==> src/rtl/dram_seq_pkg.sv <==
package dram_seq_pkg;
  typedef enum logic [2:0] {
    ST_IDLE,
    ST_RCD,
    ST_ACC,
    ST_PRE,
    ST_RCAS,
    ST_RRAS
  } seq_state_t;
endpackage

==> src/rtl/dram_refresh_timer.sv <==
module dram_refresh_timer #(
  parameter int BASE_INT = 512
) (
  input  logic       clk,
  input  logic       rst_n,
  input  logic [1:0] rate_sel,
  input  logic       ack,
  output logic       pending
);
  localparam int CW = $clog2(BASE_INT);

  logic [CW-1:0] cnt;
  logic [CW-1:0] limit;
  logic          off;

  assign off = (rate_sel == 2'b11);

  always_comb begin
    case (rate_sel)
      2'b00:   limit = CW'(BASE_INT - 1);
      2'b01:   limit = CW'((BASE_INT / 2) - 1);
      default: limit = CW'((BASE_INT / 4) - 1);
    endcase
  end

  always_ff @(posedge clk or negedge rst_n) begin
    if (!rst_n) begin
      cnt     <= '0;
      pending <= 1'b0;
    end else if (off) begin
      cnt     <= '0;
      pending <= 1'b0;
    end else if (cnt >= limit) begin
      cnt     <= '0;
      pending <= 1'b1;
    end else begin
      cnt <= cnt + 1'b1;
      if (ack) pending <= 1'b0;
    end
  end
endmodule

==> src/rtl/dram_seq_fsm.sv <==
module dram_seq_fsm
  import dram_seq_pkg::*;
#(
  parameter int AW = 16
) (
  input  logic          clk,
  input  logic          rst_n,
  input  logic          req_valid,
  output logic          req_ready,
  input  logic [AW-1:0] req_addr,
  input  logic          req_write,
  input  logic [1:0]    cfg_rcd,
  input  logic [1:0]    cfg_acc,
  input  logic [1:0]    cfg_rp,
  input  logic          ref_pending,
  output logic          ref_ack,
  output logic          ras_n,
  output logic          cas_main_n,
  output logic          cas_half,
  output logic          col_sel,
  output logic          we_n,
  output logic [AW-1:0] addr_q
);
  seq_state_t state;
  logic [1:0] cnt;
  logic       wr_q;
  logic       pre_last;
  logic       acc_cas;

  assign pre_last  = (state == ST_PRE) && (cnt == cfg_rp);
  assign ref_ack   = ref_pending && ((state == ST_IDLE) || pre_last);
  assign req_ready = (state == ST_IDLE) && !ref_pending;

  assign acc_cas = (cfg_acc != 2'd0) && (cnt != 2'd0) && (cnt >= cfg_acc - 2'd1);

  always_ff @(posedge clk or negedge rst_n) begin
    if (!rst_n) begin
      state  <= ST_IDLE;
      cnt    <= '0;
      wr_q   <= 1'b0;
      addr_q <= '0;
    end else begin
      case (state)
        ST_IDLE: begin
          cnt <= '0;
          if (ref_pending) begin
            state <= ST_RCAS;
          end else if (req_valid) begin
            state  <= ST_RCD;
            addr_q <= req_addr;
            wr_q   <= req_write;
          end
        end
        ST_RCD: begin
          if (cnt == cfg_rcd) begin
            state <= ST_ACC;
            cnt   <= '0;
          end else begin
            cnt <= cnt + 1'b1;
          end
        end
        ST_ACC, ST_RRAS: begin
          if (cnt == cfg_acc) begin
            state <= ST_PRE;
            cnt   <= '0;
          end else begin
            cnt <= cnt + 1'b1;
          end
        end
        ST_PRE: begin
          if (pre_last) begin
            cnt   <= '0;
            state <= ref_pending ? ST_RCAS : ST_IDLE;
          end else begin
            cnt <= cnt + 1'b1;
          end
        end
        ST_RCAS: begin
          state <= ST_RRAS;
          cnt   <= '0;
        end
        default: begin
          state <= ST_IDLE;
          cnt   <= '0;
        end
      endcase
    end
  end

  assign ras_n      = !((state == ST_RCD) || (state == ST_ACC) || (state == ST_RRAS));
  assign cas_main_n = !((state == ST_RCAS) || (state == ST_RRAS) ||
                        ((state == ST_ACC) && acc_cas));
  assign cas_half   = (state == ST_ACC) && (cfg_acc == 2'd0);
  assign col_sel    = ((state == ST_RCD) && (cnt == cfg_rcd)) || (state == ST_ACC);
  assign we_n       = !(wr_q && ((state == ST_RCD) || (state == ST_ACC)));
endmodule

==> src/rtl/dram_addr_mux.sv <==
module dram_addr_mux #(
  parameter int AW = 16
) (
  input  logic [AW-1:0]   addr_q,
  input  logic            col_sel,
  output logic [AW/2-1:0] dram_addr
);
  localparam int HW = AW / 2;

  assign dram_addr = col_sel ? addr_q[HW-1:0] : addr_q[AW-1:HW];
endmodule

==> src/rtl/dram_seq_top.sv <==
module dram_seq_top #(
  parameter int AW       = 16,
  parameter int BASE_INT = 512
) (
  input  logic            clk,
  input  logic            rst_n,
  input  logic            req_valid,
  output logic            req_ready,
  input  logic [AW-1:0]   req_addr,
  input  logic            req_write,
  input  logic [1:0]      cfg_rcd,
  input  logic [1:0]      cfg_acc,
  input  logic [1:0]      cfg_rp,
  input  logic [1:0]      cfg_ref,
  output logic            ras_n,
  output logic            cas_n,
  output logic            col_sel,
  output logic [AW/2-1:0] dram_addr,
  output logic            we_n
);
  logic          ref_pending;
  logic          ref_ack;
  logic          cas_main_n;
  logic          cas_half;
  logic [AW-1:0] addr_q;

  dram_refresh_timer #(.BASE_INT(BASE_INT)) timer_i (
    .clk(clk), .rst_n(rst_n), .rate_sel(cfg_ref), .ack(ref_ack), .pending(ref_pending)
  );

  dram_seq_fsm #(.AW(AW)) fsm_i (
    .clk(clk), .rst_n(rst_n), .req_valid(req_valid), .req_ready(req_ready),
    .req_addr(req_addr), .req_write(req_write), .cfg_rcd(cfg_rcd), .cfg_acc(cfg_acc),
    .cfg_rp(cfg_rp), .ref_pending(ref_pending), .ref_ack(ref_ack), .ras_n(ras_n),
    .cas_main_n(cas_main_n), .cas_half(cas_half), .col_sel(col_sel), .we_n(we_n),
    .addr_q(addr_q)
  );

  dram_addr_mux #(.AW(AW)) mux_i (
    .addr_q(addr_q), .col_sel(col_sel), .dram_addr(dram_addr)
  );

  // single-cycle access: column strobe only in the low clock phase
  assign cas_n = cas_main_n & ~(cas_half & ~clk);
endmodule

==> config.mk <==
export PLATFORM = sky130hd
export DESIGN_NAME = dram_seq_top
export DESIGN_NICKNAME = d
export VERILOG_FILES = /design/src/rtl/dram_seq_pkg.sv /design/src/rtl/dram_refresh_timer.sv /design/src/rtl/dram_seq_fsm.sv /design/src/rtl/dram_addr_mux.sv /design/src/rtl/dram_seq_top.sv
export SDC_FILE = /design/constraint.sdc
export NUM_CORES = 1
export LEC_CHECK = 0
export ABC_AREA = 0
export BUFFER_PORTS_ARGS = -buffer_cell sky130_fd_sc_hd__buf_2
export CORE_MARGIN = 5
export CORE_UTILIZATION = 30
export CTS_CLUSTER_DIAMETER = 120
export DETAILED_ROUTE_END_ITERATION = 7
export SYNTH_ARGS = -nofsm -noshare
export SYNTH_HDL_FRONTEND = slang
export SYNTH_SLANG_ARGS = --single-unit
export TNS_END_PERCENT = 5
==> constraint.sdc <==
create_clock -name clk -period 2 [get_ports clk]
set_input_delay 0.4 -clock clk [delete_from_list [all_inputs] [get_ports clk]]
set_output_delay 0.4 -clock clk [all_outputs]
set_load 0.02 [all_outputs]
# --- Yosys cells after proc, flatten, opt, wreduce, memory -nomap -nowiden ---
# Index checks and enable logic that the tools add are counted.
# W data, S select, Z words.
classes:
  addsub: 3
  n_mul: 0
  div_mod_pow: 0
  magnitude_cmp: 2
  eq_ne: 14
  shifts: 0
  muxes: 18
  bitwise: 5
  n_reduce_logical: 28
ops:
  columns: ["op", "n"]
  rows:
  - ["$mux W3", 6]
  - ["$mux W9", 2]
  - ["$pmux W9 S2", 1]
  - ["$pmux W3 S5", 1]
  - ["$add A9 B1 Y9 const B", 1]
  - ["$ge A9 B9 Y1", 1]
  - ["$logic_and A1 B1 Y1", 9]
  - ["$mux W8", 1]
  - ["$eq A2 B2 Y1", 3]
  - ["$eq A3 B2 Y1 const B", 2]
  - ["$eq A3 B3 Y1 const B", 2]
  - ["$logic_or A1 B1 Y1", 6]
  - ["$mux W2", 3]
  - ["$ne A2 B1 Y1 const B", 3]
  - ["$pmux W2 S3", 1]
  - ["$logic_not A1 Y1", 4]
  - ["$logic_not A2 Y1", 2]
  - ["$reduce_and A4 Y1", 1]
  - ["$reduce_bool A2 Y1", 2]
  - ["$eq A3 B1 Y1 const B", 1]
  - ["$logic_not A3 Y1", 1]
  - ["$mux W1", 3]
  - ["$ne A3 B3 Y1 const B", 1]
  - ["$not A1 Y1", 3]
  - ["9 further kinds", 10]
totals:
  register_bits: 32
  latchBits: 0
  ramBits: 0
  romBits: 0
  in_bits: 28
  out_inout_bits: 13
  word_cells: 76
  n_memories: 0

# --- Longest topological paths before layout ---
# Gate-level depths: netlist (run 1).
logic_depth:
  ltp_word: 7
  depth_mapped: 7
  mapped_depth_nobuf: 6

# --- By module ---
# Synthesis (run 1) repeated with hierarchy kept, for this count alone.
hier_totals:
  cells_unflattened: 165
  area_unflattened_um2: 1956.9
by_module_without_submodules:
  columns: ["mod", "instances", "cells_per_inst", "area_per_inst_um2", "seq_area_each_um2"]
  rows:
  - ["dram_seq_fsm", 1, 95, 1201.2, 550.5]
  - ["dram_refresh_timer", 1, 59, 613.1, 250.2]
  - ["dram_addr_mux", 1, 9, 131.4, 0.0]
  - ["dram_seq_top", 1, 2, 11.3, 0.0]

==> results.md, run 1 <==
- Worst hold path type: in2async
- CP peak stage delay: about 370 ps
- Leakage: around 1.1 nW
- Diode count: 0
- Count leader, synth: dfrtp_1
- WP data required: around 1600 ps
- Flops & latches, synth: 32
- Die Y: ~86 µm
- # setup viols final: 11
- Final nets: 250
- Slowest cell on crit path: dfrtp_1
- Clock latency on the worst-skew pair: about 380 ps
- Max-Cap Viols: 0
- Starting density of the core: 31.29%
- Vias per cell: around 4.6
- Status: finished with violations
- Die footprint: approximately 0.0074 mm²
- RD Place Congestion: ~0.73
- Final period utilization: 114.1%
- Ys async rst share: 100.0%
- Avg Inst Size Synth: about 11 µm²
- Synth area leaders: dfrtp_1, mux2_2, ha_1
- Peak VDD IR: 829.5 µV
- Drt pass-1 iters: 4
- Post-synth top area cell: dfrtp_1
- Worst Max-Slew Pin Slew: approximately 740 ps
- Post-synth EDFFs: 0
- Setup CP Type: reg2out
- Post-Route WL: approximately 3.6 mm
- First-pass GRT wire length: roughly 6 mm
- Worst EP arrival: roughly 1900 ps
- Setup TNS: -2396 ps
- Via count: around 1300
- Total grt overflow: 0
- Crit path max fanout: 9
- # port buffers: 40
- Mapped Nets: around 190
- Critical path's top delay family: flip-flops
- Final HPWL DP: 2.667 mm
- Layout cells sized above 1: a little under half
- Layout Skew: slightly below 6 ps
- Distinct cells, synth: 36
- Crit path buf inv count: 2
- Largest net degree at the start of global routing: 33
- Wire per inst: 12.67 µm
- Worst-path clk slew: ~70 ps
- Sequence of cells on the critical path: and2b_2, nand3_2, a21oi_4, buf_12, mux2_2, buf_2
- Rows: 27
- Startpoint types: flop
- Max-slew headroom: 50.81%
- CTS tree: done
- Initial antenna violation count: 0
- Setup ws final: -281.6 ps
- Core area: about 0.0056 mm²
- All-Layer GR Usage: 10.99%
- Remaining DRCs: 0
- Share of Yosys cell area claimed by the top area cell type: between 40% and 50%
- I/O pin count: 41
- RSZ-0062 raised after global routing: yes
- Crit. End Element: primary output
- Synth top cells by count: dfrtp_1, mux2_2, nor2_1, xnor2_1, nand2_1
- Cells after Synth: 157
- Sequential area share after synthesis: a little under half
- Fin. max-slew vios: 0
- PwrDens: about 1600 mW/mm²
- Fin Hold WS: roughly 83 ps
- Area Overhead vs Synth: 32.21%
- Number of warnings issued by yosys: 0
- Violated checks: negative setup slack
- Synth Flop Type: dfrtp_1
- Die width: ~86 µm
- Peak Freq: between 0.4 and 0.5 GHz
- ANT nets after route: 0
- Vias in the first global route: between 1000 and 1500
- Hold Fails Final Rpt: 0
- Minimum clock period: 2282 ps
- Mapped cell area: about 0.0017 mm²
- Starting DRT DRC Count: 33
[placed cells by master, fill, tap and decap left out, types with 7 or more instances in the layout]
master	count
clkbuf_8	9
buf_4	13
buf_2	37
mux2_2	25
nand2_1	9
dfrtp_1	32
nor2_1	15
inv_1	7
nand3_1	7
xnor2_1	8
[layer usage]
metal | vias up | track usage, % | share of wire [%]
met4 | 0 | 7.507 | 2.3
met5 | - | 0 | 0
met3 | 9 | 4.563 | 6.2
met2 | 27 | 16.82 | 49
li1 | 666 | - | -
met1 | 632 | 12.46 | 42
[flip-flops by register name, summed over array words and instances (netlist names)]
signal,flops
fsm_i.addr_q,16
timer_i.cnt,9
fsm_i.state,3
fsm_i.cnt,2
fsm_i.wr_q,1
timer_i.pending,1
[final timing paths]
check	startpoint	cells past startpoint	slack, ps	to
min in group clk	req_addr[13]	2	250	fsm_i.addr_q[13]
hold / removal	rst_n	1	80	fsm_i.addr_q[12]
hold reg to reg	fsm_i.addr_q[11]	1	500	fsm_i.addr_q[11]
setup / recovery	fsm_i.state[1]	6	-280	dram_addr[7]
max in group asynchronous	rst_n	1	1440	timer_i.cnt[6]
setup reg to reg	fsm_i.state[0]	4	250	fsm_i.addr_q[15]
[logic make-up (layout without fill, tap and decap cells)]
kind of cell	count (synthesis)	after routing	share of synthesized area, %
xor gates and xnor gates	13	13	6.528
DFF	32	32	45.91
adders and majority gates	7	7	5.021
AOI/OAI and AO/OA	23	23	9.685
buffers and inverters	14	73	4.017
and+or+nand+nor	43	43	12.70
muxes	25	25	16.14
[where the power goes]
group / total [mW] / switching, mW / internal (mW)
Combinational: 1.84 / 0.913 / 0.926
Sequential: 1.08 / 0.172 / 0.904
Clock: 0.713 / 0.277 / 0.436
Total: 3.63 / 1.36 / 2.27
[layout make-up]
cell class,count,area [µm²]
Fill cell,565,3268
Multi-Input combinational cell,111,912.1
Sequential cell,32,800.8
Timing Repair Buffer,53,329.1
Clock buffer,10,131.4
Tap cell,72,90.09
Inverter,8,32.53
Clock inverter,2,10.01
[per-stage QoR]
stage          std cells  utilization, %  cell area (µm²)  power [mW]  setup slack (ps)
6_report             288           41.37             2306       3.628            -281.6
5_1_grt              288           41.37             2306       3.922            -389.5
4_1_cts              288           40.97             2283       3.637            -317.2
3_5_place_dp         276           37.89             2112       2.902            -92.96
3_3_place_gp         276           37.89             2112       2.861            -75.77
2_1_floorplan        157               -             1752       2.362             17.74
[repair_timing]
item | CTS | global route
pin swaps | 5 | 3
setup endpoints to repair | 12 | 15
gates resized for setup | 6 | 6
gates cloned | 0 | 0
buffers inserted | 1 | 0
hold buffers | 0 | 0
hold endpoints to repair | 0 | 0
Note: power is estimated with default switching activity, not from simulation.
==> inputs of run 2 (changes only) <==
--- a/config.mk
+++ b/config.mk
@@ -6,7 +6,7 @@
 export NUM_CORES = 1
 export LEC_CHECK = 0
 export ABC_AREA = 0
-export BUFFER_PORTS_ARGS = -buffer_cell sky130_fd_sc_hd__buf_2
+export BUFFER_PORTS_ARGS = -buffer_cell sky130_fd_sc_hd__buf_4
 export CORE_MARGIN = 5
 export CORE_UTILIZATION = 30
 export CTS_CLUSTER_DIAMETER = 120
==> run 2 against run 1 <==
Largest cell class unchanged. Utilization increased by 2.6 points. Combinational power increased by 12%. Clock power increased by 5.9%. First-iteration DRC count decreased by 15%. Design area increased by 6.3%. The run still ends with negative setup slack left. Critical path depth unchanged. Cell count unchanged. Worst hold slack improved by 160 ps.
==> results.md, run 2 (synthesized netlist as in run 1, its figures left out) <==
- Met2 WL: 1.797 mm (was 1.800 mm)
- Startpoint types: flop (unchanged)
- Peak VDD IR: 666.3 µV (was 829.5 µV)
- Initial antenna violation count: 0 (unchanged)
- Post-DP Area: 0.002205 mm² (was 0.002112 mm²)
- Met1 WL: 1.527 mm (was 1.536 mm)
- Layout cells sized above 1: 47.22% (unchanged)
- Most common cell after layout, fill and taps aside: buf_4 (was buf_2)
- Final design utilization: 43.97% (was 41.37%)
- Max reg flops: 16 (unchanged)
- CTS tree: done (unchanged)
- RSZ-0062 raised after global routing: yes (unchanged)
- All-Layer GR Usage: 10.91% (was 10.99%)
- Highest routed layer: met4 (unchanged)
- Worst hold path type: in2reg (was in2async)
- Sequence of cells on the critical path: xnor2_2, nand3_2, a21oi_4, buf_12, mux2_2, buf_6 (was and2b_2, nand3_2, a21oi_4, buf_12, mux2_2, buf_2)
- Crit path max fanout: 9 (unchanged)
- Largest net degree at the start of global routing: 33 (unchanged)
- ANT nets after route: 0 (unchanged)
- Die footprint: 0.007439 mm² (unchanged)
- Crit path buf inv count: 2 (unchanged)
- Die Y: 86.25 µm (unchanged)
- WP data required: 1600 ps (about the same)
- Starting DRT DRC Count: 28 (was 33)
- Core area: 0.005574 mm² (unchanged)
- Wire per inst: 12.69 µm (was 12.67 µm)
- Worst EP arrival: 1900 ps (was 1880 ps)
- Final HPWL DP: 2.604 mm (was 2.667 mm)
- Crit. End Element: primary output (unchanged)
- Critical path's top delay family: flip-flops (unchanged)
- Final nets: 251 (was 250)
- Final period utilization: 115.2% (was 114.1%)
- Fin. max-slew vios: 0 (unchanged)
- Post-Route WL: 3.655 mm (was 3.649 mm)
- Rows: 27 (unchanged)
- Hold Fails Final Rpt: 0 (unchanged)
- Peak Freq: 0.4339 GHz (was 0.4383 GHz)
- Fill count: 570 (was 565)
- Commonest non-fill, non-tap cells in the layout: buf_4, dfrtp_1, mux2_2 (was buf_2, dfrtp_1, mux2_2)
- Drt pass-1 iters: 4 (unchanged)
- # setup viols final: 11 (unchanged)
- Setup ws final: -304.9 ps (was -281.6 ps)
- # port buffers: 40 (unchanged)
- Violated checks: negative setup slack (unchanged)
- Worst-path clk slew: 70 ps (about the same)
- CP peak stage delay: 410 ps (was 370 ps)
- Max-Cap Viols: 0 (unchanged)
- Setup TNS: -2580 ps (was -2396 ps)
- Dpl cells: 275 (was 276)
- Remaining DRCs: 0 (unchanged)
- Vias per cell: 4.642 (was 4.632)
- Leakage: 1.126 nW (was 1.072 nW)
- First-pass GRT wire length: 6.113 mm (was 6.161 mm)
- Via count: 1337 (was 1334)
- Max-slew headroom: 73.36% (was 50.81%)
- Total grt overflow: 0 (unchanged)
- Minimum clock period: 2305 ps (was 2282 ps)
- I/O pin count: 41 (unchanged)
- Area Overhead vs Synth: 40.53% (was 32.21%)
- Met3 WL: 268 µm (was 228 µm)
- Die width: 86.25 µm (unchanged)
- Vias in the first global route: 1382 (was 1432)
- Status: finished with violations (unchanged)
- Fin Hold WS: 244.8 ps (was 83.00 ps)
- Setup CP Type: reg2out (unchanged)
- Reg with most FFs: fsm_i.addr_q (unchanged)
- Biggest regs: fsm_i.addr_q x16, timer_i.cnt x9, fsm_i.state x3 (unchanged)
- Worst Max-Slew Pin Slew: 389.6 ps (was 737.8 ps)
- Post-route insts no fill: 288 (unchanged)
- PwrDens: 1589 mW/mm² (was 1573 mW/mm²)
- Diode count: 0 (unchanged)
- Clock latency on the worst-skew pair: 380 ps (about the same)
- Layout Skew: 7.087 ps (was 5.952 ps)
- Starting density of the core: 31.29% (unchanged)
- RD Place Congestion: 0.7576 (was 0.7306)
- Post-route cell area: 0.002451 mm² (was 0.002306 mm²)
- Sequential Area: 800.8 µm² (unchanged)
- Area taken by multi-input logic gates: 924.6 µm² (was 912.1 µm²)
- Slowest cell on crit path: dfrtp_1 (unchanged)
-- run 2: changes by cell type in the layout (fill, tap and decap cells not counted), moves of 2 or more --
cell	delta
buf_4	+30
mux2_4	+2
buf_2	-37
buf_6	+7
mux2_2	-2
clkinv_2	-2
-- run 2: metal layers --
metal | vias up | track usage (%)
met5 | - | 0
met4 | 0 | 5.241
met3 | 6 | 6.274
met2 | 34 | 17.03
met1 | 627 | 11.92
li1 | 670 | -
-- run 2: repair_timing --
| item | CTS | global route |
|---|---|---|
| hold endpoints to repair | 32 | 0 |
| hold buffers | 1 | 0 |
| pin swaps | 4 | 4 |
| endpoints found under the setup margin | 12 | 14 |
| resized for setup | 16 | 3 |
| buffers inserted | 1 | 1 |
-- run 2: metrics by stage --
step | setup slack [ps] | total power, mW
6_report | -304.9 | 3.895
5_1_grt | -399.0 | 4.188
4_1_cts | -318.1 | 3.919
3_5_place_dp | -108.0 | 3.019
3_3_place_gp | -88.78 | 2.994
2_1_floorplan | 17.74 | 2.362
-- run 2: cell type report --
class	count	share of cell area [%]
inverters	8	1.327
clock buffers	11	5.921
repair buffers	54	18.68
multi-input cells	111	37.72
well taps	72	3.675
flip-flops and latches	32	32.67
-- run 2: path summary, 6_finish.rpt --
kind                                        from                to  slack, ps  depth (start not counted)
worst min register to register  fsm_i.addr_q[11]  fsm_i.addr_q[11]        500                          1
min in group asynchronous                  rst_n    timer_i.cnt[7]        500                          2
worst min-delay path                req_addr[11]  fsm_i.addr_q[11]        240                          2
worst max register to register    fsm_i.state[1]   fsm_i.addr_q[6]        290                          4
worst max-delay path                fsm_i.cnt[1]      dram_addr[7]       -300                          6
max in group asynchronous                  rst_n  fsm_i.addr_q[12]       1190                          2
-- run 2: worst register-to-register path, delay by kind of cell, from the launching register on --
family	cells	cell delay (ps)
AND/OR/NAND/NOR	2	650
multiplexers	1	380
flip-flops	1	370
buffers and inverters	1	180
-- run 2: power breakdown --
group	internal, mW	leakage (nW)	total [mW]	switching [mW]
Sequential	0.904	0.399	1.07	0.168
Combinational	1.12	0.641	2.07	0.951
Clock	0.472	0.0854	0.755	0.283
Total	2.49	1.13	3.90	1.40
==> inputs of run 3 (changes only) <==
==> constraint.sdc (replaced) <==
create_clock -name clk -period 2 [get_ports clk]
set_input_delay 0.4 -clock clk [delete_from_list [all_inputs] [get_ports clk]]
set_output_delay 0.4 -clock clk [all_outputs]
set_load 0.1 [all_outputs]
==> run 3 against run 2 <==
The run still ends with negative setup slack left. Clock skew shrank 3.1 ps. Design area up 6.8%. Largest cell class unchanged. Cell count increased by 1.0%. Utilization increased by 3.0 points. Die area unchanged.
==> results.md, run 3 (synthesized netlist as in run 1, its figures left out) <==
- Status: finished with violations (unchanged)
- Violated checks: negative setup slack (unchanged)
- Diode count: 0 (unchanged)
- Critical path's top delay family: flip-flops (unchanged)
- Area Overhead vs Synth: 50.07% (was 40.53%)
- Max-Cap Viols: 0 (unchanged)
- Post-Route WL: 3.781 mm (was 3.655 mm)
- Setup CP Type: reg2out (unchanged)
- Initial antenna violation count: 0 (unchanged)
- Max-slew headroom: 72.74% (was 73.36%)
- Post-DP Area: 0.002290 mm² (was 0.002205 mm²)
- Reg with most FFs: fsm_i.addr_q (unchanged)
- Crit path max fanout: 9 (unchanged)
- Max reg flops: 16 (unchanged)
- Final period utilization: 116.2% (was 115.2%)
- Startpoint types: flop (unchanged)
- I/O pin count: 41 (unchanged)
- Hold Fails Final Rpt: 0 (unchanged)
- RD Place Congestion: 0.7494 (was 0.7576)
- Post-route cell area: 0.002618 mm² (was 0.002451 mm²)
- Crit path buf inv count: 2 (unchanged)
- Vias in the first global route: 1458 (was 1382)
- Final nets: 254 (was 251)
- CTS tree: done (unchanged)
- Setup WS pre-CTS: -181.8 ps (was -108.0 ps)
- Fin Hold WS: 250.3 ps (was 244.8 ps)
- Layout Skew: 3.969 ps (was 7.087 ps)
- Vias per cell: 4.553 (was 4.642)
- Rows: 27 (unchanged)
- # port buffers: 40 (unchanged)
- WP data required: 1600 ps (about the same)
- CP peak stage delay: 420 ps (was 410 ps)
- Clock latency on the worst-skew pair: 380 ps (about the same)
- Biggest regs: fsm_i.addr_q x16, timer_i.cnt x9, fsm_i.state x3 (unchanged)
- Setup ws final: -324.4 ps (was -304.9 ps)
- RSZ-0062 raised after global routing: yes (unchanged)
- Die Y: 86.25 µm (unchanged)
- Most common cell after layout, fill and taps aside: buf_4 (unchanged)
- Die width: 86.25 µm (unchanged)
- Slowest cell on crit path: dfrtp_1 (unchanged)
- Remaining DRCs: 0 (unchanged)
- Starting density of the core: 31.29% (unchanged)
- Fill count: 527 (was 570)
- Worst path most repeated cell: buf_12
- Starting DRT DRC Count: 11 (was 28)
- Worst Max-Slew Pin Slew: 398.6 ps (was 389.6 ps)
- Peak Freq: 0.4302 GHz (was 0.4339 GHz)
- Core area: 0.005574 mm² (unchanged)
- All-Layer GR Usage: 11.44% (was 10.91%)
- Setup TNS: -2949 ps (was -2580 ps)
- Largest net degree at the start of global routing: 33 (unchanged)
- Worst-path clk slew: 70 ps (about the same)
- First-pass GRT wire length: 6.396 mm (was 6.113 mm)
- Sequence of cells on the critical path: xnor2_2, nand3_2, a21oi_4, buf_12, mux2_4, buf_12 (was xnor2_2, nand3_2, a21oi_4, buf_12, mux2_2, buf_6)
- Final HPWL DP: 2.689 mm (was 2.604 mm)
- Total grt overflow: 0 (unchanged)
- Fin. max-slew vios: 0 (unchanged)
- Commonest non-fill, non-tap cells in the layout: buf_4, dfrtp_1, mux2_2 (unchanged)
- Die footprint: 0.007439 mm² (unchanged)
- Worst hold path type: in2reg (unchanged)
- Drt pass-1 iters: 4 (unchanged)
- Crit. End Element: primary output (unchanged)
- ANT nets after route: 0 (unchanged)
- Minimum clock period: 2324 ps (was 2305 ps)
- Worst EP arrival: 1920 ps (was 1900 ps)
- # setup viols final: 13 (was 11)
- Wire per inst: 12.99 µm (was 12.69 µm)
- Layout cells sized above 1: 49.32% (was 47.22%)
- Via count: 1325 (was 1337)
[run 3: area by class of cell]
type | instances | area, µm² | area share [%]
Timing Repair Buffer | 57 | 574.3 | 21.94
Sequential cell | 32 | 802.0 | 30.64
Clock buffer | 11 | 157.7 | 6.023
Inverter | 8 | 33.78 | 1.291
Multi-Input combinational cell | 111 | 959.7 | 36.66
Tap cell | 72 | 90.09 | 3.442
[run 3: timing repair]
action                                  4_1_cts  5_1_grt
hold buffers                                  1        0
gates resized for setup                      38        4
hold endpoints to repair                     32        0
endpoints found under the setup margin       15       15
pin swaps                                     3        0
setup buffers                                 1        0
[run 3: per-stage QoR]
stage                     instances  util (%)
after global routing            291     46.96
after detailed placement        279     41.08
after CTS                       291     46.58
after floorplan                 157         -
after global placement          279     41.08
final                           291     46.96
[run 3: final timing paths]
kind                                 start  slack [ps]                to  cells past startpoint
setup / recovery              fsm_i.cnt[1]        -320      dram_addr[2]                      6
min in group asynchronous            rst_n         500    timer_i.cnt[0]                      2
setup reg to reg            fsm_i.state[0]         190  fsm_i.addr_q[10]                      4
hold reg to reg            fsm_i.addr_q[0]         510   fsm_i.addr_q[0]                      1
max in group asynchronous            rst_n        1180    fsm_i.state[2]                      2
hold / removal                req_addr[13]         250  fsm_i.addr_q[13]                      2
[run 3: layer usage]
layer	routed length, µm	vias to the layer above	GRT usage [%]
li1	-	674	-
met1	1693	609	13.31
met2	1770	34	17.24
met3	249	8	5.894
met4	68	0	5.807
met5	0	-	0
Power of run 3 is not shown: default switching activity piles up to over one toggle a cycle in this logic, so the estimate is an artifact.
